--- src/rtl/svpwm_pkg.sv ---
package svpwm_pkg;

  typedef enum logic [2:0] {
    SEG_ZLEAD, SEG_F1, SEG_S1, SEG_ZMID, SEG_S2, SEG_F2, SEG_ZTAIL
  } seg_e;

  // leg state per hexagon vector, bit0 = leg A
  function automatic logic [2:0] vec_code(input logic [2:0] idx);
    logic [2:0] c;
    case (idx)
      3'd0:    c = 3'b000;
      3'd1:    c = 3'b001;
      3'd2:    c = 3'b011;
      3'd3:    c = 3'b010;
      3'd4:    c = 3'b110;
      3'd5:    c = 3'b100;
      3'd6:    c = 3'b101;
      default: c = 3'b111;
    endcase
    return c;
  endfunction

  function automatic logic [2:0] next_sec(input logic [2:0] s);
    return (s == 3'd6) ? 3'd1 : s + 3'd1;
  endfunction

endpackage

--- src/rtl/svpwm_cmd_latch.sv ---
module svpwm_cmd_latch
  import svpwm_pkg::*;
#(
  parameter int W      = 10,
  parameter int PERIOD = 100
) (
  input  logic                clk,
  input  logic                rst_n,
  input  logic                load,
  input  logic [2:0]          sector,
  input  logic [W-1:0]        ta,
  input  logic [W-1:0]        tb,
  output logic [2:0]          act_sector,
  output logic [2:0]          code_first,
  output logic [2:0]          code_second,
  output logic [5:0][W-1:0]   bnd
);
  localparam int XW  = W + 1;
  localparam int MW  = 2 * W + 2;
  localparam int RZ7 = PERIOD / 2;
  localparam int RQ1 = (PERIOD - RZ7) / 2;

  logic             sec_ok, over;
  logic [2:0]       sec_eff, sec_b;
  logic [XW-1:0]    ta_e, tb_e, sum, ta_c, tb_c, t0;
  logic [XW-1:0]    len_f, len_s, f1, f2, s1, s2, z7, q1;
  logic [MW-1:0]    prod, quo;
  logic [5:0][W-1:0] bnd_n;

  always_comb begin
    sec_ok  = (sector != 3'd0) && (sector != 3'd7);
    sec_eff = sec_ok ? sector : 3'd1;
    sec_b   = next_sec(sec_eff);
    ta_e    = sec_ok ? XW'(ta) : '0;
    tb_e    = sec_ok ? XW'(tb) : '0;
    sum     = ta_e + tb_e;
    over    = sum > XW'(PERIOD);
    // overmodulation: keep the Ta:Tb ratio, fill the whole period
    prod    = MW'(ta_e) * MW'(PERIOD);
    quo     = over ? prod / MW'(sum) : '0;
    ta_c    = over ? XW'(quo) : ta_e;
    tb_c    = over ? XW'(PERIOD) - ta_c : tb_e;
    t0      = XW'(PERIOD) - ta_c - tb_c;
    // single-high-bit vector sits next to V0
    len_f   = sec_eff[0] ? ta_c : tb_c;
    len_s   = sec_eff[0] ? tb_c : ta_c;
    f1      = len_f >> 1;
    f2      = len_f - f1;
    s1      = len_s >> 1;
    s2      = len_s - s1;
    z7      = t0 >> 1;
    q1      = (t0 - z7) >> 1;
    bnd_n[0] = W'(q1);
    bnd_n[1] = bnd_n[0] + W'(f1);
    bnd_n[2] = bnd_n[1] + W'(s1);
    bnd_n[3] = bnd_n[2] + W'(z7);
    bnd_n[4] = bnd_n[3] + W'(s2);
    bnd_n[5] = bnd_n[4] + W'(f2);
  end

  always_ff @(posedge clk) begin
    if (!rst_n) begin
      act_sector  <= 3'd1;
      code_first  <= 3'b001;
      code_second <= 3'b011;
      bnd[0]      <= W'(RQ1);
      bnd[1]      <= W'(RQ1);
      bnd[2]      <= W'(RQ1);
      bnd[3]      <= W'(RQ1 + RZ7);
      bnd[4]      <= W'(RQ1 + RZ7);
      bnd[5]      <= W'(RQ1 + RZ7);
    end else if (load) begin
      act_sector  <= sec_eff;
      code_first  <= vec_code(sec_eff[0] ? sec_eff : sec_b);
      code_second <= vec_code(sec_eff[0] ? sec_b : sec_eff);
      bnd         <= bnd_n;
    end
  end

endmodule

--- src/rtl/svpwm_seq.sv ---
module svpwm_seq
  import svpwm_pkg::*;
#(
  parameter int W      = 10,
  parameter int PERIOD = 100
) (
  input  logic              clk,
  input  logic              rst_n,
  input  logic [2:0]        code_first,
  input  logic [2:0]        code_second,
  input  logic [5:0][W-1:0] bnd,
  output logic              at_end,
  output logic [2:0]        want
);
  localparam int CW = $clog2(PERIOD);

  logic [CW-1:0] cnt;
  logic [W-1:0]  pos;
  seg_e          seg;

  always_comb begin
    pos    = W'(cnt);
    at_end = (cnt == CW'(PERIOD - 1));
    if      (pos < bnd[0]) seg = SEG_ZLEAD;
    else if (pos < bnd[1]) seg = SEG_F1;
    else if (pos < bnd[2]) seg = SEG_S1;
    else if (pos < bnd[3]) seg = SEG_ZMID;
    else if (pos < bnd[4]) seg = SEG_S2;
    else if (pos < bnd[5]) seg = SEG_F2;
    else                   seg = SEG_ZTAIL;
    case (seg)
      SEG_F1, SEG_F2: want = code_first;
      SEG_S1, SEG_S2: want = code_second;
      SEG_ZMID:       want = 3'b111;
      default:        want = 3'b000;
    endcase
  end

  always_ff @(posedge clk) begin
    if (!rst_n)      cnt <= '0;
    else if (at_end) cnt <= '0;
    else             cnt <= cnt + 1'b1;
  end

endmodule

--- src/rtl/svpwm_deadband.sv ---
module svpwm_deadband #(
  parameter int DEAD = 2
) (
  input  logic clk,
  input  logic rst_n,
  input  logic want,
  output logic hi,
  output logic lo
);
  localparam int CDW = $clog2(DEAD + 1);

  logic           applied;
  logic [CDW-1:0] dc;

  always_ff @(posedge clk) begin
    if (!rst_n) begin
      applied <= 1'b0;
      dc      <= CDW'(DEAD);
    end else if (want != applied) begin
      applied <= want;
      dc      <= CDW'(DEAD);
    end else if (dc != '0) begin
      dc <= dc - 1'b1;
    end
  end

  assign hi = applied  && (dc == '0);
  assign lo = !applied && (dc == '0);

endmodule

--- src/rtl/svpwm_gen.sv ---
module svpwm_gen #(
  parameter int W      = 10,
  parameter int PERIOD = 100,
  parameter int DEAD   = 2
) (
  input  logic         clk,
  input  logic         rst_n,
  input  logic         cmd_valid,
  output logic         cmd_ready,
  input  logic [2:0]   cmd_sector,
  input  logic [W-1:0] cmd_ta,
  input  logic [W-1:0] cmd_tb,
  output logic [2:0]   gate_hi,
  output logic [2:0]   gate_lo
);
  logic              at_end;
  logic [2:0]        act_sector, code_first, code_second, want;
  logic [5:0][W-1:0] bnd;

  assign cmd_ready = at_end;

  svpwm_cmd_latch #(.W(W), .PERIOD(PERIOD)) u_latch (
    .clk(clk), .rst_n(rst_n), .load(cmd_valid && at_end),
    .sector(cmd_sector), .ta(cmd_ta), .tb(cmd_tb),
    .act_sector(act_sector), .code_first(code_first),
    .code_second(code_second), .bnd(bnd)
  );

  svpwm_seq #(.W(W), .PERIOD(PERIOD)) u_seq (
    .clk(clk), .rst_n(rst_n), .code_first(code_first),
    .code_second(code_second), .bnd(bnd), .at_end(at_end), .want(want)
  );

  for (genvar g = 0; g < 3; g++) begin : g_leg
    svpwm_deadband #(.DEAD(DEAD)) u_db (
      .clk(clk), .rst_n(rst_n), .want(want[g]),
      .hi(gate_hi[g]), .lo(gate_lo[g])
    );
  end

endmodule

--- config.mk ---
export PLATFORM = sky130hd
export DESIGN_NAME = svpwm_gen
export DESIGN_NICKNAME = d
export VERILOG_FILES = /design/src/rtl/svpwm_pkg.sv /design/src/rtl/svpwm_cmd_latch.sv /design/src/rtl/svpwm_seq.sv /design/src/rtl/svpwm_deadband.sv /design/src/rtl/svpwm_gen.sv
export SDC_FILE = /design/constraint.sdc
export NUM_CORES = 1
export LEC_CHECK = 0
export ABC_CLOCK_PERIOD_IN_PS = 118600
export BUFFER_PORTS_ARGS = -buffer_cell sky130_fd_sc_hd__buf_2
export CELL_PAD_IN_SITES_DETAIL_PLACEMENT = 1
export CELL_PAD_IN_SITES_GLOBAL_PLACEMENT = 2
export CORE_ASPECT_RATIO = 1.1
export CORE_MARGIN = 3
export CORE_UTILIZATION = 43
export CTS_CLUSTER_DIAMETER = 80
export DETAILED_ROUTE_END_ITERATION = 12
export PLACE_DENSITY_LB_ADDON = 0.05
export SKIP_CTS_REPAIR_TIMING = 1
export SLEW_MARGIN = 20
export SYNTH_ARGS = -nofsm -noshare
export SYNTH_HDL_FRONTEND = slang
export SYNTH_HIERARCHICAL = 1
export SYNTH_SLANG_ARGS = --single-unit
--- constraint.sdc ---
create_clock -name clk -period 118.6 [get_ports clk]
set_input_delay 0 -clock clk [delete_from_list [all_inputs] [get_ports clk]]
set_output_delay 0 -clock clk [all_outputs]
set_load 0.02 [all_outputs]
==> metrics, run 1 <==
run status finished clean; RR Endpoint u_latch/bnd[30]$_SDFFE_PN1P_; number of global-route vias before repair 22700; antenna diode instance count 0; sinks on the clock net 82; clock skew 0.00654 ns; number of levels in the clock H-tree 3; Post-Route WL 78.1 mm; die height 241 um; Worst R2R Start u_seq/cnt[1]$_SDFF_PP0_; Hold Violations, Final 0; Core Box Area 49200 um2; RSZ-0062 raised after global routing false; overall die area 52900 um2; Crit. End Element register; number of design rule violations left after detail routing 0; number of nets still failing antenna checks after routing 0; Detailed Place HPWL 64.4 mm; ratio of cells with drive above 1 in the final layout 6.53%; category of the worst setup path launch point primary input; Worst path most repeated cell sky130_fd_sc_hd__o21a_1; crit path kind in2reg; worst hold path endpoint u_latch/code_first[1]$_SDFFE_PN0P_; average vias per placed instance 6.20; number of synthesis warnings 6; final global-route overflow total 0; routability congestion estimate 0.934; required time at the worst-slack endpoint 118.82 ns; Tmin final 73.72 ns; number of DRC markers in iteration 0 1193; Die X-Extent 220 um; startpoint of the lowest-slack hold path cmd_sector[2]; post-synthesis instance total 2915; Global Route met3 Usage 2.86%; worst reg-to-reg setup slack 115.14 ns; fill cell total of the finished layout 6304; global-route layer with the greatest usage met2; clock tree from TritonCTS yes; number of pins with negative max-slew slack in the final report 0; WHS Path Cells 3; transition at the pin with the smallest max-transition slack 1.09 ns; total number of nets in the final design 3272; GR Layer Usage met1 33.7%; placement row count 85; count of maximum capacitance violations 0; achievable frequency 13.6 MHz; root buffer cell sky130_fd_sc_hd__clkbuf_16; first-pass GRT wire length 122 mm; biggest fanout along the worst timing path 26; Mapped Avg Cell Area 7.40 um2; clock-pin slew of the registers on the worst-case setup and hold paths 0.06 ns; detailed-route via count 22000; detailed-route wire length per cell 22.0 um; Total GRT Usage 28.9%; clock latency on the worst-skew pair 0.36 ns; initial core utilization 43.8%; share of the clock period used by the worst path after layout 62.2%; largest incremental delay on the critical path 0.92 ns; count of endpoints failing setup in the final report 0; clock buffer count from CTS 9; met2 global-route usage 54.2%; count of port buffers added during placement 32; layout-stage area growth over the synthesis result 4.97%; sum of negative setup slack 0 ns; critical path startpoint cmd_sector[1]; worst hold slack 0.124 ns; maximum number of pins on one net before global-route repair 78; endpoint arrival time on the critical path 73.93 ns; remaining max-slew budget at the tightest pin 27.3%; Longest Clk Path Bufs 2; # IOs 33; cell with the largest stage delay on the worst path sky130_fd_sc_hd__o2111ai_1; class of the tightest hold or removal check in2reg; cells on worst reg2reg path 7; synthesized area 21600 um2; Initial DRT Pass Iterations 5; number of antenna violations at the first check in global routing 2
placed cells by master (no fill, tap or decap), types with 10 or more instances in the layout:
master                      instances
sky130_fd_sc_hd__a211o_1           11
sky130_fd_sc_hd__a211oi_1          20
sky130_fd_sc_hd__a21boi_0          15
sky130_fd_sc_hd__a21o_1            70
sky130_fd_sc_hd__a21oi_1          188
sky130_fd_sc_hd__a31oi_1           26
sky130_fd_sc_hd__and2_1            38
sky130_fd_sc_hd__and3_1            39
sky130_fd_sc_hd__buf_2             32
sky130_fd_sc_hd__buf_4             24
sky130_fd_sc_hd__dfxtp_1           82
sky130_fd_sc_hd__fa_1              29
sky130_fd_sc_hd__ha_1             327
sky130_fd_sc_hd__inv_1            223
sky130_fd_sc_hd__mux2_2            28
sky130_fd_sc_hd__mux2i_1           72
sky130_fd_sc_hd__nand2_1          240
sky130_fd_sc_hd__nand2b_1          37
sky130_fd_sc_hd__nand3_1           48
sky130_fd_sc_hd__nand4_1           25
sky130_fd_sc_hd__nor2_1           224
sky130_fd_sc_hd__nor2b_1           65
sky130_fd_sc_hd__nor3_1           124
sky130_fd_sc_hd__nor4_1            12
sky130_fd_sc_hd__o2111ai_1         16
sky130_fd_sc_hd__o211a_1           12
sky130_fd_sc_hd__o211ai_1          24
sky130_fd_sc_hd__o21a_1           113
sky130_fd_sc_hd__o21ai_0          137
sky130_fd_sc_hd__o21bai_1          39
sky130_fd_sc_hd__o31a_1            10
sky130_fd_sc_hd__o31ai_1           55
sky130_fd_sc_hd__or2_2             14
sky130_fd_sc_hd__or3_1             35
sky130_fd_sc_hd__or4_1             14
sky130_fd_sc_hd__xnor2_1          138
sky130_fd_sc_hd__xor2_1            48
registers in the layout, summed over array words and instances, names as in the netlist:
signal	flops
g_leg.u_db/applied	3
g_leg.u_db/dc	6
u_latch/bnd	60
u_latch/code_first	3
u_latch/code_second	3
u_seq/cnt	7
worst max-delay path by stage:
stage / cells after the start / end
2_1_floorplan: 324 / u_latch/bnd[59]$_SDFFE_PN0P_
3_3_place_gp: 314 / u_latch/bnd[59]$_SDFFE_PN0P_
3_5_place_dp: 317 / u_latch/bnd[59]$_SDFFE_PN0P_
4_1_cts: 318 / u_latch/bnd[59]$_SDFFE_PN0P_
5_1_grt: 319 / u_latch/bnd[59]$_SDFFE_PN0P_
6_report: 318 / u_latch/bnd[59]$_SDFFE_PN0P_
routing by layer:
layer,wire (um),part of all wire [%],up-vias
met5,12,0.015,-
met4,3020,3.9,2
met3,2290,2.9,161
met2,39400,50,347
met1,33400,43,10800
li1,-,-,10600
through the flow:
stage | cells | worst slack, ns | instance area, um2 | util [%]
after floorplan | 2916 | 54.64 | 21600 | -
after global placement | 3531 | 48.37 | 22400 | 45.4
after global routing | 3547 | 38.46 | 22600 | 46.0
final | 3547 | 44.88 | 22600 | 46.0
after detailed placement | 3531 | 45.41 | 22400 | 45.4
after CTS | 3547 | 45.59 | 22600 | 46.0
cell type report:
type	instances	area, um2	area share, %
multi-input combinational	2517	18700	82.7
inverter	224	841	3.71
sequential	82	1640	7.25
clock buffer	11	243	1.07
timing repair buffer	56	340	1.50
clock inverter	5	38.8	0.171
tap	652	816	3.60
worst max-delay path, delay by kind of cell:
family | cells | cell delay, ns
buffers and inverters | 21 | 2.84
AND/OR/NAND/NOR | 79 | 18.47
multiplexers | 6 | 1.90
XOR/XNOR | 14 | 3.49
AO/OA/AOI/OAI | 163 | 35.09
adder cells (fa/ha/maj) | 35 | 11.92
Power of run 1 is left out: the tool's default activity adds up to more than one toggle a clock period on the data nets, which glitch-free logic cannot reach.
==> run 2: changes to the inputs <==
--- a/config.mk
+++ b/config.mk
@@ -5,13 +5,13 @@
 export SDC_FILE = /design/constraint.sdc
 export NUM_CORES = 1
 export LEC_CHECK = 0
-export ABC_CLOCK_PERIOD_IN_PS = 118600
+export ABC_CLOCK_PERIOD_IN_PS = 63300
 export BUFFER_PORTS_ARGS = -buffer_cell sky130_fd_sc_hd__buf_2
 export CELL_PAD_IN_SITES_DETAIL_PLACEMENT = 1
 export CELL_PAD_IN_SITES_GLOBAL_PLACEMENT = 2
 export CORE_ASPECT_RATIO = 1.1
 export CORE_MARGIN = 3
-export CORE_UTILIZATION = 43
+export CORE_UTILIZATION = 36
 export CTS_CLUSTER_DIAMETER = 80
 export DETAILED_ROUTE_END_ITERATION = 12
 export PLACE_DENSITY_LB_ADDON = 0.05
==> constraint.sdc (replaced) <==
create_clock -name clk -period 63.3 [get_ports clk]
set_input_delay 0 -clock clk [delete_from_list [all_inputs] [get_ports clk]]
set_output_delay 0 -clock clk [all_outputs]
set_load 0.02 [all_outputs]
==> metrics, run 2 (same netlist as run 1, synthesis figures left out) <==
clock skew 0.0121 ns (was 0.00654 ns); class of the tightest hold or removal check in2reg (unchanged); share of the clock period used by the worst path after layout 94.7%; number of antenna violations at the first check in global routing 0 (was 2); placement row count 93 (was 85); count of port buffers added during placement 32 (unchanged); Detailed Place HPWL 71.0 mm (was 64.4 mm); first-pass GRT wire length 132 mm (was 122 mm); Worst path most repeated cell sky130_fd_sc_hd__o21a_1 (unchanged); flip-flop count of the largest register, all copies and words added 60 (unchanged); clock buffer count from CTS 9 (unchanged); remaining max-slew budget at the tightest pin 21.8% (was 27.3%); transition at the pin with the smallest max-transition slack 1.16 ns (was 1.09 ns); Die X-Extent 239 um (was 220 um); # IOs 33 (unchanged); endpoint arrival time on the critical path 60.13 ns (was 73.93 ns); required time at the worst-slack endpoint 63.51 ns (was 118.82 ns); most frequent standard cell in the layout excluding fill and tap cells sky130_fd_sc_hd__ha_1 (unchanged); top library cells by usage in the layout, fill and taps aside sky130_fd_sc_hd__ha_1, sky130_fd_sc_hd__nand2_1, sky130_fd_sc_hd__inv_1 (was sky130_fd_sc_hd__ha_1, sky130_fd_sc_hd__nand2_1, sky130_fd_sc_hd__nor2_1); die height 263 um (was 241 um); achievable frequency 16.7 MHz; overall die area 62900 um2 (was 52900 um2); number of DRC markers in iteration 0 797 (was 1193); clock latency on the worst-skew pair 0.36 ns (about the same); clock-pin slew of the registers on the worst-case setup and hold paths 0.06 ns (about the same); final global-route overflow total 0 (unchanged); sum of buffers and inverters on the critical path 25 (was 21); maximum number of pins on one net before global-route repair 78 (unchanged); register bank with the most flops u_latch/bnd (unchanged); biggest fanout along the worst timing path 16 (was 26); crit path kind in2reg (unchanged); family of cells with the greatest summed delay on the critical path compound AO/OA/AOI/OAI gates (unchanged); number of nets still failing antenna checks after routing 0 (unchanged); detailed-route wire length per cell 22.7 um (was 22.0 um); Initial DRT Pass Iterations 5 (unchanged); detailed-route via count 22700 (was 22000); average vias per placed instance 5.88 (was 6.20); largest incremental delay on the critical path 0.61 ns (was 0.92 ns); antenna diode instance count 0 (unchanged); largest registers ranked by flip-flop count u_latch/bnd (60), u_seq/cnt (7), g_leg.u_db/dc (6) (unchanged); root buffer cell sky130_fd_sc_hd__clkbuf_16 (unchanged); total number of nets in the final design 3472 (was 3272); number of levels in the clock H-tree 3 (unchanged); category of the worst setup path launch point primary input (unchanged); end-of-flow core utilization 43.4% (was 46.0%); sinks on the clock net 82 (unchanged); run status finished clean (unchanged); number of design rule violations left after detail routing 0 (unchanged); ratio of cells with drive above 1 in the final layout 18.7% (was 6.53%); number of pins with negative max-slew slack in the final report 0 (unchanged); count of endpoints failing setup in the final report 0 (unchanged); Longest Clk Path Bufs 2 (unchanged); routability congestion estimate 0.896 (was 0.934); layout-stage area growth over the synthesis result 18.4% (was 4.97%); Core Box Area 58900 um2 (was 49200 um2); clock tree from TritonCTS yes (unchanged); initial core utilization 36.6% (was 43.8%); count of maximum capacitance violations 0 (unchanged); Tmin final 59.92 ns; cell with the largest stage delay on the worst path sky130_fd_sc_hd__or4b_2 (was sky130_fd_sc_hd__o2111ai_1); Crit. End Element register (unchanged); Total GRT Usage 26.5% (was 28.9%); Hold Violations, Final 0 (unchanged); Post-Route WL 87.4 mm (was 78.1 mm); number of global-route vias before repair 23200 (was 22700)
==> run 2: cell count changes in the layout (fill, tap and decap cells not counted), moves of 19 or more <==
cell,delta
sky130_fd_sc_hd__nor2_1,-21
sky130_fd_sc_hd__o21ai_0,-19
sky130_fd_sc_hd__a21oi_2,+36
sky130_fd_sc_hd__a21oi_1,-48
sky130_fd_sc_hd__xnor2_2,+25
sky130_fd_sc_hd__buf_4,+190
sky130_fd_sc_hd__xnor2_1,-27
==> run 2: stage by stage <==
stage | hold slack [ns] | setup TNS, ns | setup slack [ns] | std cells | instance area, um2
final | 0.148 | 0 | 3.38 | 3854 | 25500
after global routing | 0.174 | -0.479 | -0.479 | 3854 | 25500
after CTS | 0.106 | -9.13 | -2.07 | 3776 | 23800
after detailed placement | 0.467 | -9.92 | -2.14 | 3761 | 23400
after global placement | 0.455 | -0.302 | -0.302 | 3761 | 23400
after floorplan | 0.0986 | 0 | 0.0343 | 2916 | 21600
==> run 2: final timing paths <==
kind | from | endpoint | slack [ns] | depth (start not counted)
max | cmd_sector[1] | u_latch/bnd[59]$_SDFFE_PN0P_ | 3.38 | 318
max reg2reg | u_seq/cnt[1]$_SDFF_PP0_ | u_latch/bnd[53]$_SDFFE_PN1P_ | 59.46 | 8
min | cmd_sector[2] | u_latch/code_first[1]$_SDFFE_PN0P_ | 0.15 | 3
min reg2reg | u_latch/bnd[51]$_SDFFE_PN1P_ | u_latch/bnd[51]$_SDFFE_PN1P_ | 0.48 | 2
==> run 2: tightest hold or removal path: cells and delay by family <==
family	cells	cell delay, ns
compound gates	2	0.25
buf+inv	1	0.19
==> run 2: layout make-up <==
type,instances,area (um2)
sequential,82,1640
inverter,224,841
fill,7260,33300
timing repair buffer,255,1880
clock buffer,9,225
clock inverter,6,113
tap,760,951
multi-input combinational,2518,19900
==> run 2: metal layers <==
metal / wire [um] / part of all wire, % / global-route usage [%] / vias up
met5: 0 / 0 / 0 / -
li1: - / - / - / 11000
met3: 1700 / 1.9 / 0.819 / 109
met4: 2640 / 3.0 / 6.77 / 0
met1: 38000 / 43 / 32.7 / 11300
met2: 45000 / 52 / 50.0 / 282
Power of run 2 is left out for the same reason.
